--- src/rtl/sram_gate_pkg.sv ---
package sram_gate_pkg;
   // Lockout state seen by the gate: open passes the host enable through
   typedef enum logic [1:0] {
      GATE_OPEN    = 2'd0,
      GATE_FAILED  = 2'd1,
      GATE_RECOVER = 2'd2
   } gate_state_e;

   function automatic int unsigned cnt_width(input int unsigned max_val);
      return (max_val < 2) ? 1 : $clog2(max_val + 1);
   endfunction
endpackage

--- src/rtl/pf_sync.sv ---
module pf_sync #(
   parameter int unsigned STAGES = 2
) (
   input  logic clk,
   input  logic rst_n,
   input  logic async_in,
   output logic sync_out
);
   initial begin
      if (STAGES < 2) $error("pf_sync: STAGES must be at least 2");
   end

   logic [STAGES-1:0] chain;

   generate
      for (genvar g = 0; g < STAGES; g++) begin : g_stage
         if (g == 0) begin : g_first
            always_ff @(posedge clk or negedge rst_n) begin
               if (!rst_n) chain[0] <= 1'b0;
               else        chain[0] <= async_in;
            end
         end else begin : g_next
            always_ff @(posedge clk or negedge rst_n) begin
               if (!rst_n) chain[g] <= 1'b0;
               else        chain[g] <= chain[g-1];
            end
         end
      end
   endgenerate

   assign sync_out = chain[STAGES-1];
endmodule

--- src/rtl/recovery_lock.sv ---
module recovery_lock
   import sram_gate_pkg::*;
#(
   parameter int unsigned RECOVERY_CYCLES = 1024
) (
   input  logic        clk,
   input  logic        rst_n,
   input  logic        fail_sync,
   output gate_state_e state,
   output logic        open
);
   localparam int unsigned CW = cnt_width(RECOVERY_CYCLES);
   localparam logic [CW-1:0] RELOAD = CW'(RECOVERY_CYCLES);

   initial begin
      if (RECOVERY_CYCLES < 1) $error("recovery_lock: RECOVERY_CYCLES must be at least 1");
   end

   logic [CW-1:0] remain;

   always_ff @(posedge clk or negedge rst_n) begin
      if (!rst_n)              remain <= RELOAD;
      else if (fail_sync)      remain <= RELOAD;
      else if (remain != '0)   remain <= remain - 1'b1;
   end

   always_comb begin
      if (fail_sync)          state = GATE_FAILED;
      else if (remain != '0)  state = GATE_RECOVER;
      else                    state = GATE_OPEN;
   end

   assign open = (state == GATE_OPEN);


   reload_on_fail_chk: assert property (@(posedge clk) disable iff (!rst_n)
      fail_sync |=> (remain == RELOAD));


   count_bounded_chk: assert property (@(posedge clk) disable iff (!rst_n)
      remain <= RELOAD);


   count_steps_down_chk: assert property (@(posedge clk) disable iff (!rst_n)
      (!fail_sync && remain != '0) |=> (remain == $past(remain) - 1'b1));
endmodule

--- src/rtl/batt_flag.sv ---
module batt_flag #(
   parameter int unsigned BATT_W  = 8,
   parameter int unsigned LO_CODE = 115,
   parameter int unsigned HI_CODE = 125
) (
   input  logic              clk,
   input  logic              rst_n,
   input  logic [BATT_W-1:0] code,
   output logic              low
);
   localparam logic [BATT_W-1:0] LO = BATT_W'(LO_CODE);
   localparam logic [BATT_W-1:0] HI = BATT_W'(HI_CODE);

   initial begin
      if (HI_CODE <= LO_CODE)     $error("batt_flag: HI_CODE must exceed LO_CODE");
      if (HI_CODE >= (1 << BATT_W)) $error("batt_flag: HI_CODE does not fit BATT_W");
   end

   logic below, above;
   assign below = (code < LO);
   assign above = (code > HI);

   always_ff @(posedge clk or negedge rst_n) begin
      if (!rst_n)     low <= 1'b0;
      else if (below) low <= 1'b1;
      else if (above) low <= 1'b0;
   end
endmodule

--- src/rtl/sram_ce_gate.sv ---
module sram_ce_gate
   import sram_gate_pkg::*;
#(
   parameter int unsigned SYNC_STAGES     = 2,
   parameter int unsigned RECOVERY_CYCLES = 1024,
   parameter int unsigned BATT_W          = 8,
   parameter int unsigned BATT_LO_CODE    = 115,
   parameter int unsigned BATT_HI_CODE    = 125
) (
   input  logic              clk,
   input  logic              rst_n,
   input  logic              ce_in_n,
   input  logic              pwr_fail,
   input  logic              batt_mode,
   input  logic [BATT_W-1:0] batt_code,
   output logic              ce_out_n,
   output logic              pfo,
   output logic              batt_low
);
   logic        fail_sync;
   logic        lock_open;
   gate_state_e lock_state;

   pf_sync #(.STAGES(SYNC_STAGES)) u_sync (
      .clk      (clk),
      .rst_n    (rst_n),
      .async_in (pwr_fail),
      .sync_out (fail_sync)
   );

   recovery_lock #(.RECOVERY_CYCLES(RECOVERY_CYCLES)) u_lock (
      .clk       (clk),
      .rst_n     (rst_n),
      .fail_sync (fail_sync),
      .state     (lock_state),
      .open      (lock_open)
   );

   batt_flag #(.BATT_W(BATT_W), .LO_CODE(BATT_LO_CODE), .HI_CODE(BATT_HI_CODE)) u_batt (
      .clk   (clk),
      .rst_n (rst_n),
      .code  (batt_code),
      .low   (batt_low)
   );

   // Raw input blocks without waiting for the synchroniser
   assign ce_out_n = ce_in_n | pwr_fail | ~lock_open;
   assign pfo      = ~batt_mode & ~fail_sync;


   async_block_chk: assert property (@(posedge clk) disable iff (!rst_n)
      pwr_fail |-> ce_out_n);


   lockout_block_chk: assert property (@(posedge clk) disable iff (!rst_n)
      (lock_state != GATE_OPEN) |-> ce_out_n);


   batt_pfo_low_chk: assert property (@(posedge clk) disable iff (!rst_n)
      batt_mode |-> !pfo);


   batt_set_chk: assert property (@(posedge clk) disable iff (!rst_n)
      (batt_code < BATT_W'(BATT_LO_CODE)) |=> batt_low);


   batt_clear_chk: assert property (@(posedge clk) disable iff (!rst_n)
      (batt_code > BATT_W'(BATT_HI_CODE)) |=> !batt_low);


   batt_hold_chk: assert property (@(posedge clk) disable iff (!rst_n)
      (batt_code >= BATT_W'(BATT_LO_CODE) && batt_code <= BATT_W'(BATT_HI_CODE))
      |=> $stable(batt_low));
endmodule

--- config.mk ---
export PLATFORM = sky130hd
export DESIGN_NAME = sram_ce_gate
export DESIGN_NICKNAME = d
export VERILOG_FILES = /design/src/rtl/sram_gate_pkg.sv /design/src/rtl/pf_sync.sv /design/src/rtl/recovery_lock.sv /design/src/rtl/batt_flag.sv /design/src/rtl/sram_ce_gate.sv
export SDC_FILE = /design/constraint.sdc
export NUM_CORES = 1
export LEC_CHECK = 0
export CAP_MARGIN = 20
export CORE_AREA = 3 3 47 49
export DETAILED_ROUTE_END_ITERATION = 6
export DIE_AREA = 0 0 50 52
export MAX_ROUTING_LAYER = met4
export PLACE_DENSITY = 0.62
export SYNTH_ARGS = -nofsm -noshare
export SYNTH_HDL_FRONTEND = slang
export SYNTH_SLANG_ARGS = --single-unit
--- constraint.sdc ---
create_clock -name clk -period 2 [get_ports clk]
set_clock_uncertainty 0.2 [all_clocks]
set_input_delay 0.4 -clock clk [delete_from_list [all_inputs] [get_ports clk]]
set_output_delay 0.4 -clock clk [all_outputs]
set_load 0.02 [all_outputs]
* After elaboration in Yosys (flattened, before gate mapping)
Index checks and enable logic that the tools add are counted.
Cells by class: $add $sub $neg 1, multipliers 0, div/mod/pow operators 0, order comparisons 2, equality and inequality tests 0, shift-type cells 0, muxes and demuxes 6, bitwise gates (word level) 6, reductions and logical operators 4
Operator list (number):
- 11-bit two-way mux | 2
- 11-bit nonzero test | 1
- 11-bit by 1-bit subtractor with 11-bit output (second input constant) | 1
- 8-bit by 7-bit greater-than comparator with 1-bit output (second input constant) | 1
- 8-bit by 7-bit less-than comparator with 1-bit output (second input constant) | 1
- 2-bit two-way mux | 2
- 2-bit nonzero test | 2
- 1-bit NOT | 3
- 2-bit zero test | 1
- 1-bit two-way mux | 2
- 1-bit bitwise OR | 2
- 1-bit AND | 1
Storage, ports and cells: register bits after elaboration 14, bits in latches 0, bits in writable memories 0, ROM bits 0, bits of input ports 13, output and inout bits 3, word-level logic and storage cells 23, memories 0

* Logic depth before layout (Yosys ltp)
Gate-level depths: netlist (run 1).
depth in word-level cells 6, depth in mapped cells 6, gate-level depth less buffers 5

* Cells and area by module
From an unflattened synthesis (run 1), not the netlist that was laid out.
Unflattened totals: cells, all modules 84, area, all modules 812.0 sq um
By module, submodules not included:
- recovery_lock | times used 1, cells each 74, area an instance 695.7 sq um, seq. area each 276.5 sq um
- batt_flag | times used 1, cells each 6, area an instance 53.8 sq um, seq. area each 25.0 sq um
- pf_sync | times used 1, cells each 2, area an instance 50.0 sq um, seq. area each 50.0 sq um
- sram_ce_gate | times used 1, cells each 2, area an instance 12.5 sq um, seq. area each 0.0 sq um

* Least setup slack after synthesis (run 1)
No wires, ideal clock.
path type register -> output, start point register u_lock.remain[0], end point output ce_out_n, arrival 1.627 ns, required time 1.400 ns, path slack -0.227 ns, cell stages (with the launch flop) 6, path buffers 0, cells stage by stage dfrtp_1 inv_1 ha_1 nor3b_1 nand3_1 or4_1
Between the ends: longest elaborated chain between the ends 6
Ends and longest elaborated chain:
- start: declaration | line recovery_lock.sv:19 | logic [CW-1:0] remain;
- start signal: assignment | line recovery_lock.sv:24 | else if (remain != '0) remain <= remain - 1'b1;
- 11-bit nonzero test | line recovery_lock.sv:29 | else if (remain != '0) state = GATE_RECOVER;
- 2-bit two-way mux | line recovery_lock.sv:29
- 2-bit two-way mux | line recovery_lock.sv:28 | if (fail_sync) state = GATE_FAILED;
- 2-bit zero test | line recovery_lock.sv:33 | assign open = (state == GATE_OPEN);
- 1-bit NOT | line sram_ce_gate.sv:47 | assign ce_out_n = ce_in_n | pwr_fail | ~lock_open;
- 1-bit bitwise OR | line sram_ce_gate.sv:47
- end: declaration | line sram_ce_gate.sv:16 | output logic ce_out_n,
Every way passes these cells.

* Worst setup path in the final report (run 1)
start point register u_lock.remain[7], end point output ce_out_n
Same word-level chain as after synthesis.

==> results of run 1 <==
[worst min-delay path by stage]
stage | startpoint | end | slack, ps | cells after the start
after global placement | u_sync.chain[0] | u_sync.sync_out | 150 | 0
after global routing | u_sync.chain[0] | u_sync.sync_out | 160 | 0
after floorplan | rst_n | u_batt.low | -100 | 0
after detailed placement | u_sync.chain[0] | u_sync.sync_out | 140 | 0
after CTS | u_sync.chain[0] | u_sync.sync_out | 160 | 0
final | u_sync.chain[0] | u_sync.sync_out | 160 | 0
[area by class of cell]
| type | instances | area share |
|---|---|---|
| sequential | 14 | 0.284 |
| tap | 27 | 0.0273 |
| timing repair buffer | 39 | 0.273 |
| clock buffer | 4 | 0.0294 |
| multi-input combinational | 49 | 0.367 |
| inverter | 6 | 0.0182 |
[worst register-to-register path: stages, from the launching register on]
cell and delay, ps:
dfrtp_1 400, buf_4 130, buf_4 130, or4_4 590, nor4b_4 290, mux2_4 320
[kinds of logic after synthesis]
| logic type | after synthesis | synth area share |
|---|---|---|
| buf+inv | 9 | 0.0565 |
| simple gates | 23 | 0.214 |
| mux | 1 | 0.0154 |
| flops | 14 | 0.481 |
| compound gates | 24 | 0.216 |
| fa+ha+maj | 1 | 0.0171 |
[power groups by stage]
stage	clock network [W]	registers [W]	logic (W)
global placement	0	0.000435	0.000786
finish	0.000202	0.000449	0.00109
global route	0.000221	0.000456	0.00118
floorplan	0	0.000474	0.000417
CTS	0.000212	0.000435	0.000887
detailed placement	0	0.000439	0.000798
[sequential cells by signal, summed over array words and instances, names as in the netlist]
| signal | flops |
|---|---|
| u_sync.chain | 1 |
| u_lock.remain | 11 |
| u_sync.sync_out | 1 |
| u_batt.low | 1 |
[through the flow]
stage	area (µm²)	std cells
after floorplan	746	72
after global placement	1070	132
after detailed placement	1070	132
after CTS	1150	138
after global routing	1240	139
final	1240	139
[per-layer routing]
| layer | share of wire | GRT usage | up-vias |
|---|---|---|---|
| met2 | 0.51 | 0.296 | 31 |
| met5 | 0 | - | - |
| li1 | - | - | 362 |
| met4 | 0.030 | 0.111 | 0 |
| met1 | 0.41 | 0.179 | 341 |
| met3 | 0.053 | 0.0258 | 8 |
[cells in the final DEF, fill, tap and decap left out, types with 3 or more instances in the layout]
| cell | n |
|---|---|
| or4_4 | 4 |
| buf_4 | 22 |
| dfrtp_1 | 13 |
| clkbuf_4 | 3 |
| a21oi_1 | 5 |
| clkdlybuf4s50_1 | 13 |
| inv_1 | 5 |
| buf_6 | 3 |
[repair_timing]
| action | 4_1_cts | 5_1_grt |
|---|---|---|
| pin swaps | 4 | 9 |
| endpoints found under the setup margin | 5 | 9 |
| hold endpoints to repair | 0 | 0 |
| buffers inserted | 2 | 3 |
| resized for setup | 15 | 15 |
==> qor.csv, run 1 <==
metric,value,unit
Place WS,-520,ps
cell family with most CP delay,simple AND/OR/NAND/NOR gates,
top_reg_cell synth,dfrtp_1,
Flop pwr share,0.259,
Area Overhead vs Synth,69.2,%
violated checks,negative setup slack,
# diodes,0,
leak pwr,0.521,nW
Netlist cell types,34,
initial antenna violation count,0,
Critical Path Start,u_lock.remain[7],
Final Hold Viols,0,
register area,352,µm²
top post-synthesis cells by area,"dfrtp_1 45%, a21oi_1 4.8%, dfstp_2 3.6%, nor4_1 3.4%, inv_1 3.1%",
first-pass GRT wire length,3.19,mm
Critical Path RT,1400,ps
Max-Cap Viols,0,
worst-case reg-to-reg path depth,5,
CTS Buffer Depth,2,
GPL Wtd Cong,0.805,
Tot Pwr,0.00174,W
# fillers,149,
CTS sink cnt,14,
cell taking the most area after synthesis,dfrtp_1,
DRT Wirelength,2.08,mm
CP Max Fanout,2,
Clock Tree Root,clkbuf_4,
#FFs+latches synth,14,
Avg WL per Cell,14.9,µm
DR pass1 iterations,4,
die height,52,µm
Via density,5.34,
"IR drop worst, VDD",0.000932,V
Final Setup Violations,4,
Syn Nets,86,
Clock power frac,0.116,
status,finished with violations,
hold crit path type,reg -> reg,
Slew @ Worst Pin,345,ps
hold buffers post-CTS,0,
number of DRC markers in iteration 0,16,
Bufs and invs on worst path,2,
Post-Synthesis Cells,72,
drt drc,0,
CP startpoint kind,flop,
Final Core Density,0.650,
global-route usage over all layers,0.170,
dpl hpwl,1.40,mm
grt total ovfl,0,
share of synthesized registers carrying an async set or reset,1.00,
PortBufs,15,
CP Cell Sequence,nor4_2 > buf_4 > nand3_2 > or4_4 > buf_6,
"CTS clk-pin slew, worst paths",80,ps
Num CTS Buffers,3,
Post-synth EDFFs,0,
stages on the worst setup path,5,
Die W,50,µm
H-tree Lvls,1,
reg2reg setup slack,-160,ps
combinational share of power,0.625,
"antenna viol nets, final",0,
Initial Utilization,0.384,
Critical R2R Launch,u_lock.remain[6],
Worst path max stage delay,430,ps
largest net degree at the start of global routing,15,
boundary pin count,16,
setup ws final,-368,ps
Max Clk Rate,422,MHz
max-slew violations,0,
crit path DAT,1770,ps
register area share after synthesis,0.481,
cell area after synthesis,731,µm²
"slowest stage cell, crit path",or4_4,
row count,16,
Ys Warns,0,
CP Capture Point,ce_out_n,
vias in the first global route,726,
layout cell share with drive strength beyond 1,0.446,
top cell type's share of synthesized area,0.445,
Post-synth top cells,"13 x dfrtp_1, 7 x a21oi_1, 6 x inv_1",
Vias,742,
Internal Power,0.00105,W
Pwr per Cell Area,1410,mW/mm²
NumNets Final,127,
fin crit share,1.18,
core footprint,0.00190,mm²
hold slack,158,ps
Sw Share,0.394,
CTS tree,done,
Crit Path Category,reg -> out,
RSZ-0062 raised after global routing,true,
clk_lat worst skew,280,ps
Die ar.,0.00260,mm²
most frequent cell after synthesis,dfrtp_1,
Tmin final,2370,ps
worst r2r dst,u_lock.remain[9],
Net Switching,0.000684,W
syn avg cell area,10.1,µm²
multi-input logic area,454,µm²
Worst setup EP type,output pin,
Setup TNS,-637,ps
relative slew slack,0.768,
(Power assumes the default switching activity.)
==> inputs of run 2 (changes only) <==
ABC_AREA = 0   (was unset)
==> results of run 2 <==
The final DEF is identical to that of run 1; final timing and power are the same.
==> inputs of run 3 (changes only) <==
PLACE_DENSITY = 0.6   (was 0.62)
clock period = 2.9 ns   (was 2 ns; I/O delays follow)
==> qor.csv, run 3 (same netlist as run 1, synthesis figures left out) <==
metric,value,unit,change
status,"finished, final reports clean",,was finished with violations
crit path DAT,1870,ps,was 1770 ps
Area Overhead vs Synth,33.6,%,was 69.2%
Biggest register,u_lock.remain,,unchanged
H-tree Lvls,1,,unchanged
"commonest non-fill, non-tap cells in the layout","14 x clkdlybuf4s50_1, 13 x dfrtp_1, 7 x a21oi_1",,"was 22 x buf_4, 13 x clkdlybuf4s50_1, 13 x dfrtp_1"
die height,52,µm,unchanged
NumNets Final,108,,was 127
Num CTS Buffers,3,,unchanged
DRT Wirelength,1.61,mm,was 2.08 mm
Die W,50,µm,unchanged
hold crit path type,reg -> reg,,unchanged
"CTS clk-pin slew, worst paths",80,ps,about the same
PortBufs,15,,unchanged
hold buffers post-CTS,0,,unchanged
Max-Cap Viols,0,,unchanged
row count,16,,unchanged
GPL Wtd Cong,0.788,,was 0.805
clk_lat worst skew,270,ps,was 280 ps
CP startpoint kind,flop,,unchanged
fin crit share,0.914,,
global-route usage over all layers,0.145,,was 0.170
first-pass GRT wire length,2.71,mm,was 3.19 mm
CTS sink cnt,14,,unchanged
RSZ-0062 raised after global routing,false,,was true
grt total ovfl,0,,unchanged
relative slew slack,0.562,,was 0.768
largest net degree at the start of global routing,15,,unchanged
layout cell share with drive strength beyond 1,0.161,,was 0.446
Setup TNS,0,ps,was -637 ps
boundary pin count,16,,unchanged
CTS Buffer Depth,2,,unchanged
leak pwr,0.391,nW,was 0.521 nW
Final Setup Violations,0,,was 4
"antenna viol nets, final",0,,unchanged
CTS tree,done,,unchanged
Die ar.,0.00260,mm²,unchanged
Vias,670,,was 742
core footprint,0.00190,mm²,unchanged
Tmin final,2650,ps,
Initial Utilization,0.384,,unchanged
Critical Path RT,2120,ps,was 1400 ps
vias in the first global route,559,,was 726
Setup Buffers After CTS,0,,was 2
hold slack,161,ps,was 158 ps
Final Hold Viols,0,,unchanged
Max Clk Rate,377,MHz,
drt drc,0,,unchanged
CP Max Fanout,5,,was 2
DR pass1 iterations,4,,unchanged
Avg WL per Cell,13.4,µm,was 14.9 µm
Crit Path Category,reg -> out,,unchanged
Via density,5.58,,was 5.34
max FFs per register,11,,unchanged
# diodes,0,,unchanged
number of DRC markers in iteration 0,16,,unchanged
initial antenna violation count,0,,unchanged
Slew @ Worst Pin,651,ps,was 345 ps
"IR drop worst, VDD",0.000422,V,was 0.000932 V
"leading cell type in the layout, fill and taps excluded",clkdlybuf4s50_1,,was buf_4
Pwr per Cell Area,873,mW/mm²,was 1410 mW/mm²
dpl hpwl,1.19,mm,was 1.40 mm
Worst setup EP type,output pin,,unchanged
max-slew violations,0,,unchanged
Clock Tree Root,clkbuf_4,,unchanged
==> run 3: changes by cell type in the layout (fill, tap and decap cells not counted), moves of 2 or more <==
cell | before | now
a21oi_1 | 5 | 7
a21oi_2 | 2 | 0
or4_4 | 4 | 1
buf_4 | 22 | 5
buf_6 | 3 | 0
nor4_1 | 1 | 3
or4_1 | 0 | 3
==> run 3: where the power goes <==
part           internal, W  switching (W)  leakage [nW]  total (W)
sequential        0.000258      0.0000754         0.178   0.000334
combinational     0.000180       0.000201         0.192   0.000381
clock            0.0000763      0.0000611        0.0210   0.000137
==> run 3: through the flow <==
stage               worst slack [ps]  cells  utilization  total power (W)  cell area (µm²)
floorplan                        493     72            -         0.000602              731
global placement                84.3    116        0.491         0.000692              933
detailed placement              72.0    116        0.491         0.000701              933
CTS                             47.0    120        0.512         0.000844              973
global route                     101    120        0.513         0.000918              976
finish                           249    120        0.513         0.000852              976
==> run 3: cell type report <==
cell class / count / area (µm²)
multi-input cells: 49 / 349
well taps: 27 / 33.8
fillers: 173 / 926
inverters: 6 / 22.5
flip-flops and latches: 14 / 352
clock buffers: 4 / 36.3
repair buffers: 20 / 183
==> run 3: metal layers <==
layer / up-vias / part of all wire / global-route usage
met5: - / 0 / -
met1: 319 / 0.45 / 0.191
met3: 4 / 0.064 / 0.0573
met2: 23 / 0.46 / 0.191
met4: 0 / 0.019 / 0.0645
li1: 324 / - / -
==> run 3: critical path: stages, from the launching register on <==
cell and delay (ps):
dfrtp_1 430, inv_1 90, ha_1 160, nor3b_2 210, nand3_1 120, or4_1 420, clkbuf_2 170
==> run 3: timing repair <==
action / in CTS / in global routing
resized for setup: 2 / 3
endpoints found under the setup margin: 1 / 1
pin swaps: 0 / 0
==> run 3: final timing paths <==
| path | end | depth (start not counted) | slack (ps) | start |
|---|---|---|---|---|
| max | ce_out_n | 6 | 250 | u_lock.remain[0] |
| min | u_sync.sync_out | 0 | 160 | u_sync.chain[0] |
| max reg2reg | u_lock.remain[8] | 6 | 700 | u_lock.remain[0] |
| min reg2reg | u_sync.sync_out | 0 | 160 | u_sync.chain[0] |
| max in group asynchronous | u_lock.remain[1] | 1 | 1610 | rst_n |
| min in group asynchronous | u_lock.remain[0] | 1 | 480 | rst_n |
